[config.mk]
export PLATFORM = sky130hd
export DESIGN_NAME = mbox_target_bank
export DESIGN_NICKNAME = d
export VERILOG_FILES = /design/src/rtl/mbox_pkg.sv /design/src/rtl/mbox_inbound.sv /design/src/rtl/mbox_outbound.sv /design/src/rtl/mbox_status.sv /design/src/rtl/mbox_target_bank.sv
export SDC_FILE = /design/constraint.sdc
export NUM_CORES = 1
export LEC_CHECK = 0
export ABC_CLOCK_PERIOD_IN_PS = 3200
export BUFFER_PORTS_ARGS = -buffer_cell sky130_fd_sc_hd__buf_2
export CORE_ASPECT_RATIO = 0.7
export CORE_UTILIZATION = 55
export DETAILED_ROUTE_END_ITERATION = 6
export HOLD_SLACK_MARGIN = 0.02
export PLACE_DENSITY = 0.89
export SETUP_SLACK_MARGIN = 0.4
export SYNTH_ARGS = -nofsm -noshare
export SYNTH_HDL_FRONTEND = slang
export SYNTH_HIERARCHICAL = 1
export SYNTH_SLANG_ARGS = --single-unit
export TNS_END_PERCENT = 5
[constraint.sdc]
create_clock -name clk -period 3.2 [get_ports clk]
set_clock_uncertainty 0.05 [all_clocks]
set_input_delay 0.16 -clock clk [delete_from_list [all_inputs] [get_ports clk]]
set_output_delay 0.16 -clock clk [all_outputs]
set_load 0.1 [all_outputs]
[src/rtl/mbox_pkg.sv]
package mbox_pkg;
    localparam int BYTE_W = 8;
    localparam logic [7:0] ADDR_STATUS    = 8'h02;
    localparam logic [7:0] ADDR_ALERT_CTL = 8'h03;
    localparam logic [7:0] ADDR_OUT_BASE  = 8'h30;
    localparam logic [7:0] ADDR_IN_BASE   = 8'h38;
    localparam logic [7:0] ADDR_DOORBELL  = 8'h40;
    localparam int         ALERT_BIT      = 1;
    localparam logic [7:0] IN_LAST_RESET  = 8'h80;
endpackage

[src/rtl/mbox_inbound.sv]
module mbox_inbound
    import mbox_pkg::*;
#(
    parameter int MSG_BYTES = 8
) (
    input  logic                               clk,
    input  logic                               rst_n,
    input  logic                               wr_en,
    input  logic [7:0]                         wr_addr,
    input  logic [BYTE_W-1:0]                  wr_data,
    input  logic                               ack,
    output logic [MSG_BYTES-1:0][BYTE_W-1:0]   in_bytes,
    output logic                               door
);
    typedef struct packed {
        logic [MSG_BYTES-1:0][BYTE_W-1:0] msg;
        logic                             door;
    } in_st_t;

    in_st_t st_d, st_q;

    function automatic in_st_t in_reset();
        in_st_t s;
        s.msg                = '0;
        s.msg[MSG_BYTES-1]   = IN_LAST_RESET;
        s.door               = 1'b0;
        return s;
    endfunction

    always_comb begin
        st_d = st_q;
        for (int i = 0; i < MSG_BYTES; i++) begin
            if (wr_en && (wr_addr == ADDR_IN_BASE + 8'(i))) begin
                st_d.msg[i] = wr_data;
            end
        end
        if (ack) begin
            st_d.door = 1'b0;
        end
        if (wr_en && (wr_addr == ADDR_DOORBELL)) begin
            st_d.door = wr_data[0];
        end
    end

    always_ff @(posedge clk) begin
        if (!rst_n) st_q <= in_reset();
        else        st_q <= st_d;
    end

    assign in_bytes = st_q.msg;
    assign door     = st_q.door;
endmodule

[src/rtl/mbox_outbound.sv]
module mbox_outbound
    import mbox_pkg::*;
#(
    parameter int MSG_BYTES  = 8,
    parameter int WORD_BYTES = 4
) (
    input  logic                               clk,
    input  logic                               rst_n,
    input  logic                               done,
    input  logic [BYTE_W-1:0]                  done_cmd,
    input  logic [WORD_BYTES*BYTE_W-1:0]       done_data,
    input  logic [BYTE_W-1:0]                  done_code,
    output logic [MSG_BYTES-1:0][BYTE_W-1:0]   out_bytes
);
    typedef struct packed {
        logic [MSG_BYTES-1:0][BYTE_W-1:0] msg;
    } out_st_t;

    out_st_t st_d, st_q;

    always_comb begin
        st_d = st_q;
        if (done) begin
            st_d.msg    = '0;
            st_d.msg[0] = done_cmd;
            for (int j = 0; j < WORD_BYTES; j++) begin
                st_d.msg[1 + j] = done_data[BYTE_W*j +: BYTE_W];
            end
            st_d.msg[MSG_BYTES-1] = done_code;
        end
    end

    always_ff @(posedge clk) begin
        if (!rst_n) st_q <= '0;
        else        st_q <= st_d;
    end

    assign out_bytes = st_q.msg;
endmodule

[src/rtl/mbox_status.sv]
module mbox_status
    import mbox_pkg::*;
(
    input  logic clk,
    input  logic rst_n,
    input  logic wr_status,
    input  logic wr_ctl,
    input  logic clr_bit,
    input  logic en_bit,
    input  logic done,
    output logic alert_sts,
    output logic alert_en,
    output logic irq
);
    typedef struct packed {
        logic alert;
        logic en;
    } sts_st_t;

    sts_st_t st_d, st_q;

    always_comb begin
        st_d = st_q;
        if (wr_status && clr_bit) begin
            st_d.alert = 1'b0;
        end
        if (wr_ctl) begin
            st_d.en = en_bit;
        end
        if (done) begin
            st_d.alert = 1'b1;
        end
    end

    always_ff @(posedge clk) begin
        if (!rst_n) st_q <= '{alert: 1'b0, en: 1'b1};
        else        st_q <= st_d;
    end

    assign alert_sts = st_q.alert;
    assign alert_en  = st_q.en;
    assign irq       = st_q.alert & st_q.en;
endmodule

[src/rtl/mbox_target_bank.sv]
module mbox_target_bank
    import mbox_pkg::*;
#(
    parameter int MSG_BYTES  = 8,
    parameter int WORD_BYTES = 4
) (
    input  logic                         clk,
    input  logic                         rst_n,
    input  logic                         hst_we,
    input  logic                         hst_re,
    input  logic [7:0]                   hst_addr,
    input  logic [7:0]                   hst_wdata,
    output logic [7:0]                   hst_rdata,
    output logic                         fw_req,
    output logic [7:0]                   fw_cmd,
    output logic [WORD_BYTES*8-1:0]      fw_arg,
    input  logic                         fw_ack,
    input  logic                         fw_done,
    input  logic [7:0]                   fw_done_cmd,
    input  logic [WORD_BYTES*8-1:0]      fw_done_data,
    input  logic [7:0]                   fw_done_code,
    output logic                         irq_alert
);
    localparam int IDX_W = $clog2(MSG_BYTES);

    logic [MSG_BYTES-1:0][BYTE_W-1:0] in_bytes;
    logic [MSG_BYTES-1:0][BYTE_W-1:0] out_bytes;
    logic door;
    logic alert_sts, alert_en;

    mbox_inbound #(.MSG_BYTES(MSG_BYTES)) u_in (
        .clk      (clk),
        .rst_n    (rst_n),
        .wr_en    (hst_we),
        .wr_addr  (hst_addr),
        .wr_data  (hst_wdata),
        .ack      (fw_ack),
        .in_bytes (in_bytes),
        .door     (door)
    );

    mbox_outbound #(.MSG_BYTES(MSG_BYTES), .WORD_BYTES(WORD_BYTES)) u_out (
        .clk       (clk),
        .rst_n     (rst_n),
        .done      (fw_done),
        .done_cmd  (fw_done_cmd),
        .done_data (fw_done_data),
        .done_code (fw_done_code),
        .out_bytes (out_bytes)
    );

    mbox_status u_sts (
        .clk       (clk),
        .rst_n     (rst_n),
        .wr_status (hst_we && (hst_addr == ADDR_STATUS)),
        .wr_ctl    (hst_we && (hst_addr == ADDR_ALERT_CTL)),
        .clr_bit   (hst_wdata[ALERT_BIT]),
        .en_bit    (hst_wdata[0]),
        .done      (fw_done),
        .alert_sts (alert_sts),
        .alert_en  (alert_en),
        .irq       (irq_alert)
    );

    assign fw_req = door;
    assign fw_cmd = in_bytes[0];

    for (genvar g = 0; g < WORD_BYTES; g++) begin : g_arg
        assign fw_arg[8*g +: 8] = in_bytes[1 + g];
    end

    typedef struct packed {
        logic [7:0] data;
    } rd_st_t;

    rd_st_t rd_d, rd_q;
    logic [7:0] off_out, off_in;

    always_comb begin
        rd_d    = rd_q;
        off_out = hst_addr - ADDR_OUT_BASE;
        off_in  = hst_addr - ADDR_IN_BASE;
        if (hst_re) begin
            if (off_out < 8'(MSG_BYTES)) begin
                rd_d.data = out_bytes[off_out[IDX_W-1:0]];
            end else if (off_in < 8'(MSG_BYTES)) begin
                rd_d.data = in_bytes[off_in[IDX_W-1:0]];
            end else begin
                case (hst_addr)
                    ADDR_DOORBELL:  rd_d.data = {7'b0, door};
                    ADDR_STATUS:    rd_d.data = 8'(alert_sts) << ALERT_BIT;
                    ADDR_ALERT_CTL: rd_d.data = {7'b0, alert_en};
                    default:        rd_d.data = 8'h00;
                endcase
            end
        end
    end

    always_ff @(posedge clk) begin
        if (!rst_n) rd_q <= '0;
        else        rd_q <= rd_d;
    end

    assign hst_rdata = rd_q.data;
endmodule

* Word-level counts from Yosys, hierarchy flattened
Cells that the tools add are included. Widths: inputs -> output; s select.
Word-level totals: input port bits 70, word-level logic and storage cells 61, register bits 123, output and inout port bits 50
Operators by class: reduce and logical (&&, ||, !) cells 14, magnitude comparators 4, equal/unequal tests 11, add/sub/neg operators 2, mux-type cells 11, bitwise logic cells 1
Operators with widths (count):
- $eq 8x6->1 const B | 8
- $bmux 8 s3 | 2
- $mux 8 | 4
- $eq 8x2->1 const B | 2
- $lt 8x4->1 const B | 2
- $sub 8x6->8 const B | 2
- $logic_and 1x1->1 | 12
- $eq 8x7->1 const B | 1
- $lt 3x4->1 const B | 2
- $pmux 2 s3 | 1
- $mux 1 | 4
- $reduce_bool 2->1 | 2
- $and 1x1->1 | 1

* Depth between registers and ports, before layout
Gate-level depths: netlist of run 1.
word-level depth 5, depth in mapped cells 6, gate-level depth less buffers 5

* Cells and area by module
Netlist of run 1, hierarchy kept.
Modules (own cells, without submodules):
- mbox_inbound | cells an instance 234, seq. area each 1301.2 um2, area each 2503.7 um2, instances 1
- mbox_outbound | cells an instance 172, seq. area each 960.9 um2, area each 1969.4 um2, instances 1
- mbox_target_bank | cells an instance 131, seq. area each 160.2 um2, area each 1432.6 um2, instances 1
- mbox_status | cells an instance 8, seq. area each 40.0 um2, area each 75.1 um2, instances 1

* Worst setup path before layout of run 1
No wires, ideal clock.
path kind register -> register, start point register u_in.st_q, in the netlist u_in/in_bytes[26], end point register rd_q, in the netlist hst_rdata[2], clock period less this slack 1.801 ns, cell stages (with the launch flop) 5, required time 3.028 ns, setup time 0.122 ns, path slack 1.399 ns, buffers on the path 0, arrival 1.630 ns, path through dfxtp_1 mux4_2 nand2_1 nand2_1 a221o_1
On the way: longest elaborated chain between the ends 4
RTL lines:
- from (decl) | line mbox_inbound.sv:20 | in_st_t st_d, st_q;
- from (signal assigned) | line mbox_inbound.sv:46 | if (!rst_n) st_q <= in_reset();
- from (signal assigned) | line mbox_inbound.sv:47 | else st_q <= st_d;
- $bmux 8 s3 | line mbox_target_bank.sv:87 | rd_d.data = in_bytes[off_in[IDX_W-1:0]];
- $mux 8 (not written as such) | line mbox_target_bank.sv:87
- $mux 8 | line mbox_target_bank.sv:86 | end else if (off_in < 8'(MSG_BYTES)) begin
- $mux 8 | line mbox_target_bank.sv:84 | if (off_out < 8'(MSG_BYTES)) begin
- to (signal assigned) | line mbox_target_bank.sv:101 | else rd_q <= rd_d;
- to (decl) | line mbox_target_bank.sv:76 | rd_st_t rd_d, rd_q;
No other way between the ends. The select of a mux whose other input is x is not followed. A chain may end at the register's enable or synchronous reset.

* Final worst setup path of run 1
start point input hst_addr[1], end point register u_sts.st_q, in the netlist u_sts/alert_en
On the way: longest elaborated chain between the ends 2
RTL lines:
- from (decl) | line mbox_target_bank.sv:11 | input logic [7:0] hst_addr,
- $eq 8x2->1 | line mbox_target_bank.sv:56 | .wr_ctl (hst_we && (hst_addr == ADDR_ALERT_CTL)),
- $logic_and 1x1->1 | line mbox_target_bank.sv:56
- to (signal assigned) | line mbox_status.sv:36 | if (!rst_n) st_q <= '{alert: 1'b0, en: 1'b1};
- to (signal assigned) | line mbox_status.sv:37 | else st_q <= st_d;
- to (decl) | line mbox_status.sv:20 | sts_st_t st_d, st_q;
No other way between the ends.

==> summary.md, run 1 <==
| Metric | Value |
|---|---|
| Vias per cell | `5.52` |
| Worst slew pin tran | `0.927 ns` |
| Worst hold endpoint | `hst_rdata[0]$_SDFFE_PN0P_` |
| Avg Cell Area, Syn | `11.0 um^2` |
| Minimum setup slack among reg-to-reg paths | `1.62 ns` |
| Crit Path Max Fanout | `26` |
| Fmax achieved | `480 MHz` |
| GRT Util Overall | `27.4%` |
| DRC Markers | `0` |
| Starting Density | `57.1%` |
| VDD IR max | `401 uV` |
| Detailed Route WL | `15.1 mm` |
| CTS tree | `built` |
| Met1 wire length | `6.68 mm` |
| Power per cell area | `502 nW/um^2` |
| Cell depth of the worst flop-to-flop path | `4` |
| Min Tclk post-route | `2.08 ns` |
| CTS Buf Count | `17` |
| Post-synth EDFFs | `0` |
| ANT nets after route | `0` |
| Final Setup Violations | `0` |
| DR WL met2 | `7.37 mm` |
| Post-synth ARST share | `0%` |
| Top Layer Used | `met4` |
| Status | `complete, no violations` |
| Initial antenna violation count | `0` |
| Crit. End Element | `flip-flop` |
| Final Power | `3810 uW` |
| Class of the worst hold path | `in -> reg` |
| Slowest CP cell | `dlygate4sd3_1` |
| Crit path max-delay family | `buffers and inverters` |
| Worst r2r src | `u_out/out_bytes[24]$_SDFFE_PN0P_` |
| Total global routing overflow | `0` |
| CP max stage delay | `0.55 ns` |
| Fin Hold WS | `0.0962 ns` |
| Clock Tree Buf Depth | `2` |
| Number of global-route vias before repair | `4790` |
| Final setup TNS | `0 ns` |
| Main flop type after synthesis | `dfxtp_1` |
| Clock sinks | `123` |
| Hold Violations, Final | `0` |
| I/O pins | `120` |
| Layout cells sized above 1 | `27.5%` |
| CTS root buf | `clkbuf_16` |
| Met3 routed WL | `862 um` |
| Min-delay src | `hst_re` |
| Routed via count | `4697` |
| Yosys warning count | `6` |
| Final HPWL DP | `10.1 mm` |
| Place WS | `0.787 ns` |
| Max cap viols | `0` |
| Initial DRC count | `364` |
| Register area share after synthesis | `41.2%` |
| P&R area growth vs syn | `26.9%` |
| CP Buf/Inv Count | `3` |
| Post-cts sizing count | `0` |
| Htree depth | `4` |
| PortBufs | `119` |
| Data arrival, critical path | `2.33 ns` |
| Largest net degree at the start of global routing | `58` |
| Setup WS post-layout | `1.12 ns` |
| Pre-antenna DRT Iters | `5` |
| Setup Buffers After CTS | `0` |
| Setup CP Type | `in -> reg` |
| Netlist area before placement | `5980 um^2` |
| Slew headroom | `37.8%` |
| First-pass GRT wire length | `23.4 mm` |
| #FFs+latches synth | `123` |
| Slew Limit Fails | `0` |
| Rows | `31` |
| RSZ-0062 raised after global routing | `false` |
| GPL Wtd Cong | `0.898` |
| Chip Width | `127 um` |
| CP cell instances | `buf_2 > buf_4 > nor4b_2 > and3_1 > mux2i_1 > nand2_1 > dlygate4sd3_1` |
| Crit start category | `primary input` |
| Cell variety after synth | `45` |
| Core area | `10500 um^2` |
| Clock Latency Late Sink | `0.41 ns` |
| Die ar. | `11300 um^2` |
| Nets | `778` |
| Hold path depth | `3` |
| Antenna Cells | `0` |
| Syn Inst Count | `545` |
| Cts hold-fix bufs | `53` |
| Clock transition at path regs | `0.06 ns` |
| Die Span Y | `89.2 um` |
| Leakage power | `0.00338 uW` |
| FF-to-FF End | `hst_rdata[0]$_SDFFE_PN0P_` |
| Post-route clock period utilization | `65.0%` |
| Req. time, crit path | `3.45 ns` |
| DR WL/cell | `17.7 um` |
-- worst min-delay path, cell delays in order --
cell	delay (ns)
buf_2	0.15
o21ai_0	0.11
a21oi_1	0.10
-- how the worst max path moves through the flow --
stage,startpoint,endpoint,cells after the start
final,hst_addr[1],u_sts/alert_en$_SDFFE_PN1P_,7
after global routing,hst_addr[1],u_sts/alert_en$_SDFFE_PN1P_,7
after CTS,hst_addr[1],u_sts/alert_en$_SDFFE_PN1P_,7
after detailed placement,hst_addr[0],hst_rdata[7]$_SDFFE_PN0P_,5
after global placement,hst_addr[0],hst_rdata[2]$_SDFFE_PN0P_,5
after floorplan,u_in/in_bytes[26]$_SDFFE_PN0P_,hst_rdata[2]$_SDFFE_PN0P_,4
-- registers in the layout, indices dropped and copies added, names as in the netlist --
| name | cells |
|---|---|
| u_in/in_bytes | 64 |
| u_out/out_bytes | 48 |
| hst_rdata | 8 |
| u_in/door | 1 |
| u_sts/alert_en | 1 |
| u_sts/alert_sts | 1 |
-- layout by cell type, fill, tap and decap left out, types with 4 or more instances in the layout --
master	count
mux4_2	28
nor3_1	4
clkbuf_16	17
buf_4	8
buf_2	118
a221o_1	6
nand2_1	93
conb_1	16
clkinv_2	7
mux2i_1	122
dfxtp_1	123
dlygate4sd3_1	53
nor2b_1	55
a22o_1	5
-- layout make-up --
type / instances / area [um^2]
clock buffer: 18 / 439
clock inverter: 13 / 128
fill: 699 / 2880
inverter: 4 / 15.0
multi-input combinational: 382 / 3200
sequential: 123 / 2460
tap: 132 / 165
timing repair buffer: 179 / 1180
-- power breakdown --
part	switching (uW)	total, uW	internal [uW]
Combinational	195	380	185
Sequential	22.1	1590	1570
Clock	685	1840	1150
Total	902	3810	2910
-- synthesized netlist by cell type (4+ instances only) --
cell type | instances | area, um^2
a221o_1 | 6 | 60.1
a22o_1 | 5 | 43.8
buf_2 | 14 | 70.1
buf_4 | 19 | 143
buf_6 | 4 | 45.0
clkbuf_1 | 11 | 41.3
dfxtp_1 | 123 | 2460
mux2i_1 | 122 | 1220
mux4_2 | 28 | 631
nand2_1 | 93 | 349
nor2b_1 | 55 | 344
nor3_1 | 4 | 20.0
-- layer usage --
metal | global-route usage (%) | up-vias
met5 | 0 | -
met4 | 9.97 | 0
met3 | 7.42 | 18
met2 | 47.7 | 166
met1 | 33.1 | 2270
li1 | - | 2243
-- kinds of logic after synthesis --
| logic type | share of synthesized area [%] |
|---|---|
| and+or+nand+nor | 17.8 |
| AOI/OAI and AO/OA | 3.01 |
| adders and majority gates | 0.209 |
| buffers and inverters | 6.26 |
| DFF | 41.2 |
| muxes | 31.5 |
| other | 0.0627 |
-- metrics by stage --
| step | util [%] | cells | instance area [um^2] |
|---|---|---|---|
| after floorplan | - | 560 | 6040 |
| after global placement | 62.0 | 767 | 6490 |
| after detailed placement | 62.0 | 767 | 6490 |
| after CTS | 72.5 | 851 | 7590 |
| after global routing | 72.5 | 851 | 7590 |
| final | 72.5 | 851 | 7590 |
Power figures use the tool's default switching activity.
==> inputs of run 2 (changes only) <==
- ABC_AREA: unset -> 1
- ABC_CLOCK_PERIOD_IN_PS: 3200 -> 2100
- PLACE_DENSITY: 0.89 -> 0.87
- clock period: 3.2 -> 2.1 ns (I/O delays scaled with it)
==> summary.md, run 2 <==
| Metric | Value |
|---|---|
| Status | `complete, but fails checks` |
| Failing checks | `DRC` |
| Fmax achieved | `680 MHz` |
| Setup CP Type | `reg -> out` |
| Post-cts sizing count | `0 (unchanged)` |
| CTS tree | `built` |
| Slowest CP cell | `buf_2` |
| Hold Violations, Final | `0 (unchanged)` |
| Rows | `34 (+9.7%)` |
| Data arrival, critical path | `1.32 ns (-1.01 ns)` |
| Leakage power | `0.00483 uW (+43%)` |
| Clock Latency Late Sink | `0.42 ns (about the same)` |
| CP max stage delay | `0.41 ns (-0.14 ns)` |
| Routed via count | `7585 (+61%)` |
| Class of the worst hold path | `in -> reg` |
| Clock sinks | `123 (unchanged)` |
| Main flop type after synthesis | `dfxtp_1` |
| Layout cells sized above 1 | `14.1% (-13 points)` |
| Largest net degree at the start of global routing | `98 (+69%)` |
| Vias per cell | `5.01 (-9.2%)` |
| Place WS | `0.508 ns (-0.278 ns)` |
| Final setup TNS | `0 ns (unchanged)` |
| Netlist area before placement | `7140 um^2 (+19%)` |
| Avg Cell Area, Syn | `6.00 um^2 (-45%)` |
| Final Setup Violations | `0 (unchanged)` |
| Detailed Route WL | `20.8 mm (+38%)` |
| Die ar. | `13500 um^2 (+19%)` |
| Synth area leader | `dfxtp_1` |
| Commonest non-fill, non-tap cell in the layout | `nand2_1` |
| GPL Wtd Cong | `0.938 (+4.4%)` |
| Crit. End Element | `output pin` |
| Initial antenna violation count | `0 (unchanged)` |
| Crit Path Max Fanout | `3 (-88%)` |
| CP startpoint | `u_sts/alert_sts$_SDFFE_PN0P_` |
| CP Buf/Inv Count | `2 (-1)` |
| PortBufs | `119 (unchanged)` |
| Top post-synthesis cells by count | `372 x nand2_1, 294 x nor2_1, 186 x inv_1, 123 x dfxtp_1, 58 x nand3_1` |
| Total global routing overflow | `0 (unchanged)` |
| Worst slew pin tran | `0.685 ns (-0.242 ns)` |
| RSZ-0062 raised after global routing | `false` |
| Setup WS post-layout | `0.628 ns (-0.490 ns)` |
| Worst r2r src | `u_out/out_bytes[37]$_SDFFE_PN0P_` |
| Min Tclk post-route | `1.47 ns` |
| Slew headroom | `54.2% (+16 points)` |
| VDD IR max | `604 uV (+51%)` |
| Clock transition at path regs | `0.05 ns (about the same)` |
| I/O pins | `120 (unchanged)` |
| Most common cell in the netlist | `nand2_1` |
| Number of global-route vias before repair | `6829 (+43%)` |
| Pre-antenna DRT Iters | `7 (+2)` |
| Antenna Cells | `0 (unchanged)` |
| DRC Markers | `14 (+14)` |
| Min-delay src | `hst_wdata[2]` |
| Cell variety after synth | `33 (-27%)` |
| GRT Util Overall | `31.2% (+3.8 points)` |
| Initial DRC count | `991 (+170%)` |
| Post-synth EDFFs | `0 (unchanged)` |
| Syn Inst Count | `1190 (+120%)` |
| Yosys warning count | `6 (unchanged)` |
| Crit path max-delay family | `buffers and inverters` |
| Register area share after synthesis | `34.5% (-6.7 points)` |
| Max cap viols | `0 (unchanged)` |
| CTS Buf Count | `17 (unchanged)` |
| Core area | `12500 um^2 (+20%)` |
| P&R area growth vs syn | `22.6%` |
| #FFs+latches synth | `123 (unchanged)` |
| Htree depth | `4 (unchanged)` |
| Post-synth ARST share | `0% (unchanged)` |
| Die Span Y | `97.4 um (+9.1%)` |
| Final HPWL DP | `13.2 mm (+31%)` |
| Top-area cell type share of the netlist area | `34.5% (-6.7 points)` |
| CP cell instances | `nand2_1 > inv_1 > buf_2` |
| Crit start category | `flip-flop` |
| CTS root buf | `clkbuf_16` |
| Largest register FFs | `64 (unchanged)` |
| First-pass GRT wire length | `33.3 mm (+42%)` |
| Req. time, crit path | `1.95 ns (-1.50 ns)` |
| Final Power | `6400 uW (+68%)` |
| ANT nets after route | `0 (unchanged)` |
| Clock Tree Buf Depth | `2 (unchanged)` |
| Nets | `1410 (+81%)` |
| Starting Density | `56.9% (-0.19 points)` |
| Most frequent cells in the layout | `372 x nand2_1, 294 x nor2_1, 186 x inv_1` |
| Slew Limit Fails | `0 (unchanged)` |
| Chip Width | `138 um (+9.1%)` |
| Post-route clock period utilization | `70.1%` |
| DR WL/cell | `13.7 um (-23%)` |
| Top post-synthesis cells by area | `dfxtp_1 34%, nand2_1 20%, nor2_1 15%, inv_1 9.8%, nand3_1 4.1%` |
| Power per cell area | `730 nW/um^2 (+45%)` |
## run 2: final timing paths
kind                                            to  slack [ns]  cells after the start
setup / recovery                         irq_alert        0.63                      3
hold / removal      u_in/in_bytes[58]$_SDFFE_PN0P_        0.04                      3
setup reg to reg         hst_rdata[5]$_SDFFE_PN0P_        0.88                      8
hold reg to reg   u_out/out_bytes[61]$_SDFFE_PN0P_        0.42                      2
## run 2: cell type report
class | count | area [um^2]
multi-input combinational | 821 | 3500
inverter | 192 | 723
fill | 1016 | 3790
clock buffer | 19 | 443
sequential | 123 | 2460
clock inverter | 12 | 173
timing repair buffer | 184 | 1260
tap | 162 | 203
## run 2: metrics by stage
stage	cells	hold slack [ns]	utilization, %	cell area, um^2
floorplan	1205	0.170	-	7200
global placement	1428	0.343	60.6	7600
detailed placement	1428	0.350	60.6	7600
CTS	1513	0.0254	69.8	8760
global route	1513	0.0262	69.8	8760
finish	1513	0.0376	69.8	8760
## run 2: worst min-delay path, cell delays in order
cell and delay, ns:
buf_2 0.18, nor2_1 0.12, nor2_1 0.05
## run 2: power breakdown
group	leakage [uW]	switching, uW	internal [uW]
sequential	0.00101	50.8	2410
clock	0.000299	1090	2000
combinational	0.00353	555	291
## run 2: routing by layer
| layer | track usage, % | up-vias | routed length, um |
|---|---|---|---|
| li1 | - | 3764 | - |
| met1 | 42.0 | 3362 | 8890 |
| met2 | 47.8 | 398 | 9030 |
| met3 | 8.58 | 61 | 2370 |
| met4 | 10.8 | 0 | 478 |
| met5 | 0 | - | 0 |
## run 2: cell families (layout without fill, tap and decap cells)
family / Yosys count / after routing / share of synthesized area, %
buffers and inverters: 261 / 407 / 17.3
AOI/OAI and AO/OA: 18 / 18 / 1.40
DFF: 123 / 123 / 34.5
and+or+nand+nor: 786 / 786 / 46.6
other: 1 / 16 / 0.0525
adders and majority gates: 1 / 1 / 0.175
## run 2: timing repair
item	CTS	global route
hold endpoints to repair	68	0
hold buffers	54	0
buffers inserted	0	0
==> inputs of run 3 (changes only) <==
- ABC_AREA: 1 -> 0
- ABC_CLOCK_PERIOD_IN_PS: 2100 -> 1200
- CORE_UTILIZATION: 55 -> 50
- PLACE_DENSITY: 0.87 -> 0.85
- clock period: 2.1 -> 1.2 ns (I/O delays scaled with it)
==> summary.md, run 3 (synthesis results as in run 1) <==
| Metric | Value |
|---|---|
| Crit Path Max Fanout | `2 (-1)` |
| Logic pwr share | `12.6% (-0.6 points)` |
| Setup CP Type | `reg -> reg` |
| Internal | `8280 uW (+76%)` |
| Rows | `33 (-2.9%)` |
| Data arrival, critical path | `1.92 ns (+0.60 ns)` |
| Detailed Route WL | `21.0 mm (+1.4%)` |
| Routed via count | `5506 (-27%)` |
| Clock power share | `49.3% (+1.0 points)` |
| Die Span Y | `93.5 um (-3.9%)` |
| Post-route clock period utilization | `139%` |
| Antenna Cells | `0 (unchanged)` |
| Status | `complete, but fails checks` |
| Setup WS post-layout | `-0.473 ns (-1.10 ns)` |
| Failing checks | `setup timing` |
| Crit. End Element | `flip-flop` |
| Net Sw Frac | `24.5% (-1.9 points)` |
| First-pass GRT wire length | `30.7 mm (-7.6%)` |
| Initial antenna violation count | `0 (unchanged)` |
| Sequential share of power | `38.1% (-0.4 points)` |
| Starting Density | `51.2% (-5.7 points)` |
| Chip Width | `133 um (-4.0%)` |
| Fin Hold WS | `0.0490 ns (+0.0114 ns)` |
| Class of the worst hold path | `in -> reg` |
| Largest net degree at the start of global routing | `59 (-40%)` |
| Total global routing overflow | `0 (unchanged)` |
| RSZ-0062 raised after global routing | `true` |
| Number of global-route vias before repair | `5793 (-15%)` |
| Clock Tree Buf Depth | `2 (unchanged)` |
| GPL Wtd Cong | `0.910 (-3.0%)` |
| Final Power | `11000 uW (+72%)` |
| Nets | `866 (-39%)` |
| GRT Util Overall | `33.3% (+2.1 points)` |
| Htree depth | `4 (unchanged)` |
| Crit start category | `flip-flop` |
| Most frequent cells in the layout | `116 x mux2i_1, 90 x nand2_1, 64 x buf_12` |
| Clock sinks | `123 (unchanged)` |
| Slew Limit Fails | `0 (unchanged)` |
| Final Setup Violations | `13 (+13)` |
| Slew headroom | `50.1% (-4.0 points)` |
| I/O pins | `120 (unchanged)` |
| DR WL/cell | `21.8 um (+59%)` |
| Final HPWL DP | `11.6 mm (-12%)` |
| DRC Markers | `0 (-14)` |
| Req. time, crit path | `1.44 ns (-0.51 ns)` |
| Hold Violations, Final | `0 (unchanged)` |
| CTS Buf Count | `17 (unchanged)` |
| Fmax achieved | `598 MHz` |
| Layout cells sized above 1 | `45.4% (+31 points)` |
| Clock Latency Late Sink | `0.43 ns (about the same)` |
| ANT nets after route | `0 (unchanged)` |
| Initial DRC count | `457 (-54%)` |
| Layout Utilization | `84.0% (+14 points)` |
| Leakage power | `0.00419 uW (-13%)` |
| Min Tclk post-route | `1.67 ns` |
| Max cap viols | `0 (unchanged)` |
| P&R area growth vs syn | `64.2%` |
| Power per cell area | `1120 nW/um^2 (+53%)` |
| Vias per cell | `5.71 (+14%)` |
| VDD IR max | `1100 uV (+82%)` |
| Commonest non-fill, non-tap cell in the layout | `mux2i_1` |
| Core area | `11700 um^2 (-6.9%)` |
| Design Area, Final | `9820 um^2 (+12%)` |
| Worst slew pin tran | `0.742 ns (+0.0570 ns)` |
| PortBufs | `119 (unchanged)` |
| Place WS | `-0.590 ns (-1.10 ns)` |
| Die ar. | `12400 um^2 (-7.8%)` |
| CTS tree | `built` |
| Switching pwr | `2690 uW (+59%)` |
| Largest register FFs | `64 (unchanged)` |
| Clock transition at path regs | `0.06 ns (about the same)` |
| Pre-antenna DRT Iters | `7 (unchanged)` |
| DP Area | `8150 um^2 (+7.2%)` |
| CTS root buf | `clkbuf_16` |
run 3: cell count changes in the layout (fill, tap and decap cells not counted), moves of 55 or more:
cell	change
nor2_1	-291
nand2_1	-282
inv_1	-184
mux2i_1	+116
dfxtp_1	-62
buf_12	+61
buf_2	-56
nand3_1	-56
nor2b_1	+55
run 3: routing by layer:
layer / wire length (um) / GRT usage [%]
met5: 0 / 0
met4: 932 / 15.5
met3: 1510 / 7.75
met2: 10400 / 59.5
met1: 8200 / 37.9
run 3: power groups by stage:
stage	Combinational [uW]	Sequential, uW	Clock (uW)
finish	1380	4190	5410
global route	1450	4190	5580
CTS	1270	4180	5340
detailed placement	1070	4270	0
global placement	1030	4260	0
floorplan	641	4290	0
run 3: worst paths after layout:
kind                                                        from                              to  slack [ns]  cells past startpoint
worst max-delay path            u_out/out_bytes[24]$_SDFFE_PN0P_       hst_rdata[0]$_SDFFE_PN0P_       -0.47                      4
worst min-delay path                                 hst_addr[5]          u_in/door$_SDFFE_PN0P_        0.05                      4
worst max register to register  u_out/out_bytes[24]$_SDFFE_PN0P_       hst_rdata[0]$_SDFFE_PN0P_       -0.47                      4
worst min register to register    u_in/in_bytes[54]$_SDFFE_PN0P_  u_in/in_bytes[54]$_SDFFE_PN0P_        0.42                      2
run 3: final cells by class:
class                      count  area [um^2]
fill                         510         1870
inverter                       4         27.5
sequential                   123         2640
tap                          157          196
timing repair buffer         267         3030
clock inverter                13          174
clock buffer                  19          433
multi-input combinational    382         3330
run 3: critical path, cell delays in order (launching register included):
cell	delay [ns]
dfxtp_1	0.32
mux4_2	0.53
mux2_4	0.31
a211oi_4	0.23
a21oi_1	0.12
run 3: stage by stage:
step	cells	TNS, ns
5_1_grt	965	-3.07
3_3_place_gp	879	-25.79
3_5_place_dp	879	-30.39
6_report	965	-2.90
2_1_floorplan	560	-10.39
4_1_cts	964	-2.31
run 3: repair_timing:
item / CTS / global route
hold endpoints to repair: 52 / 0
gates resized for setup: 112 / 41
pin swaps: 15 / 14
endpoints found under the setup margin: 128 / 136
setup buffers: 1 / 1
hold buffers: 52 / 0
cloned: 0 / 0
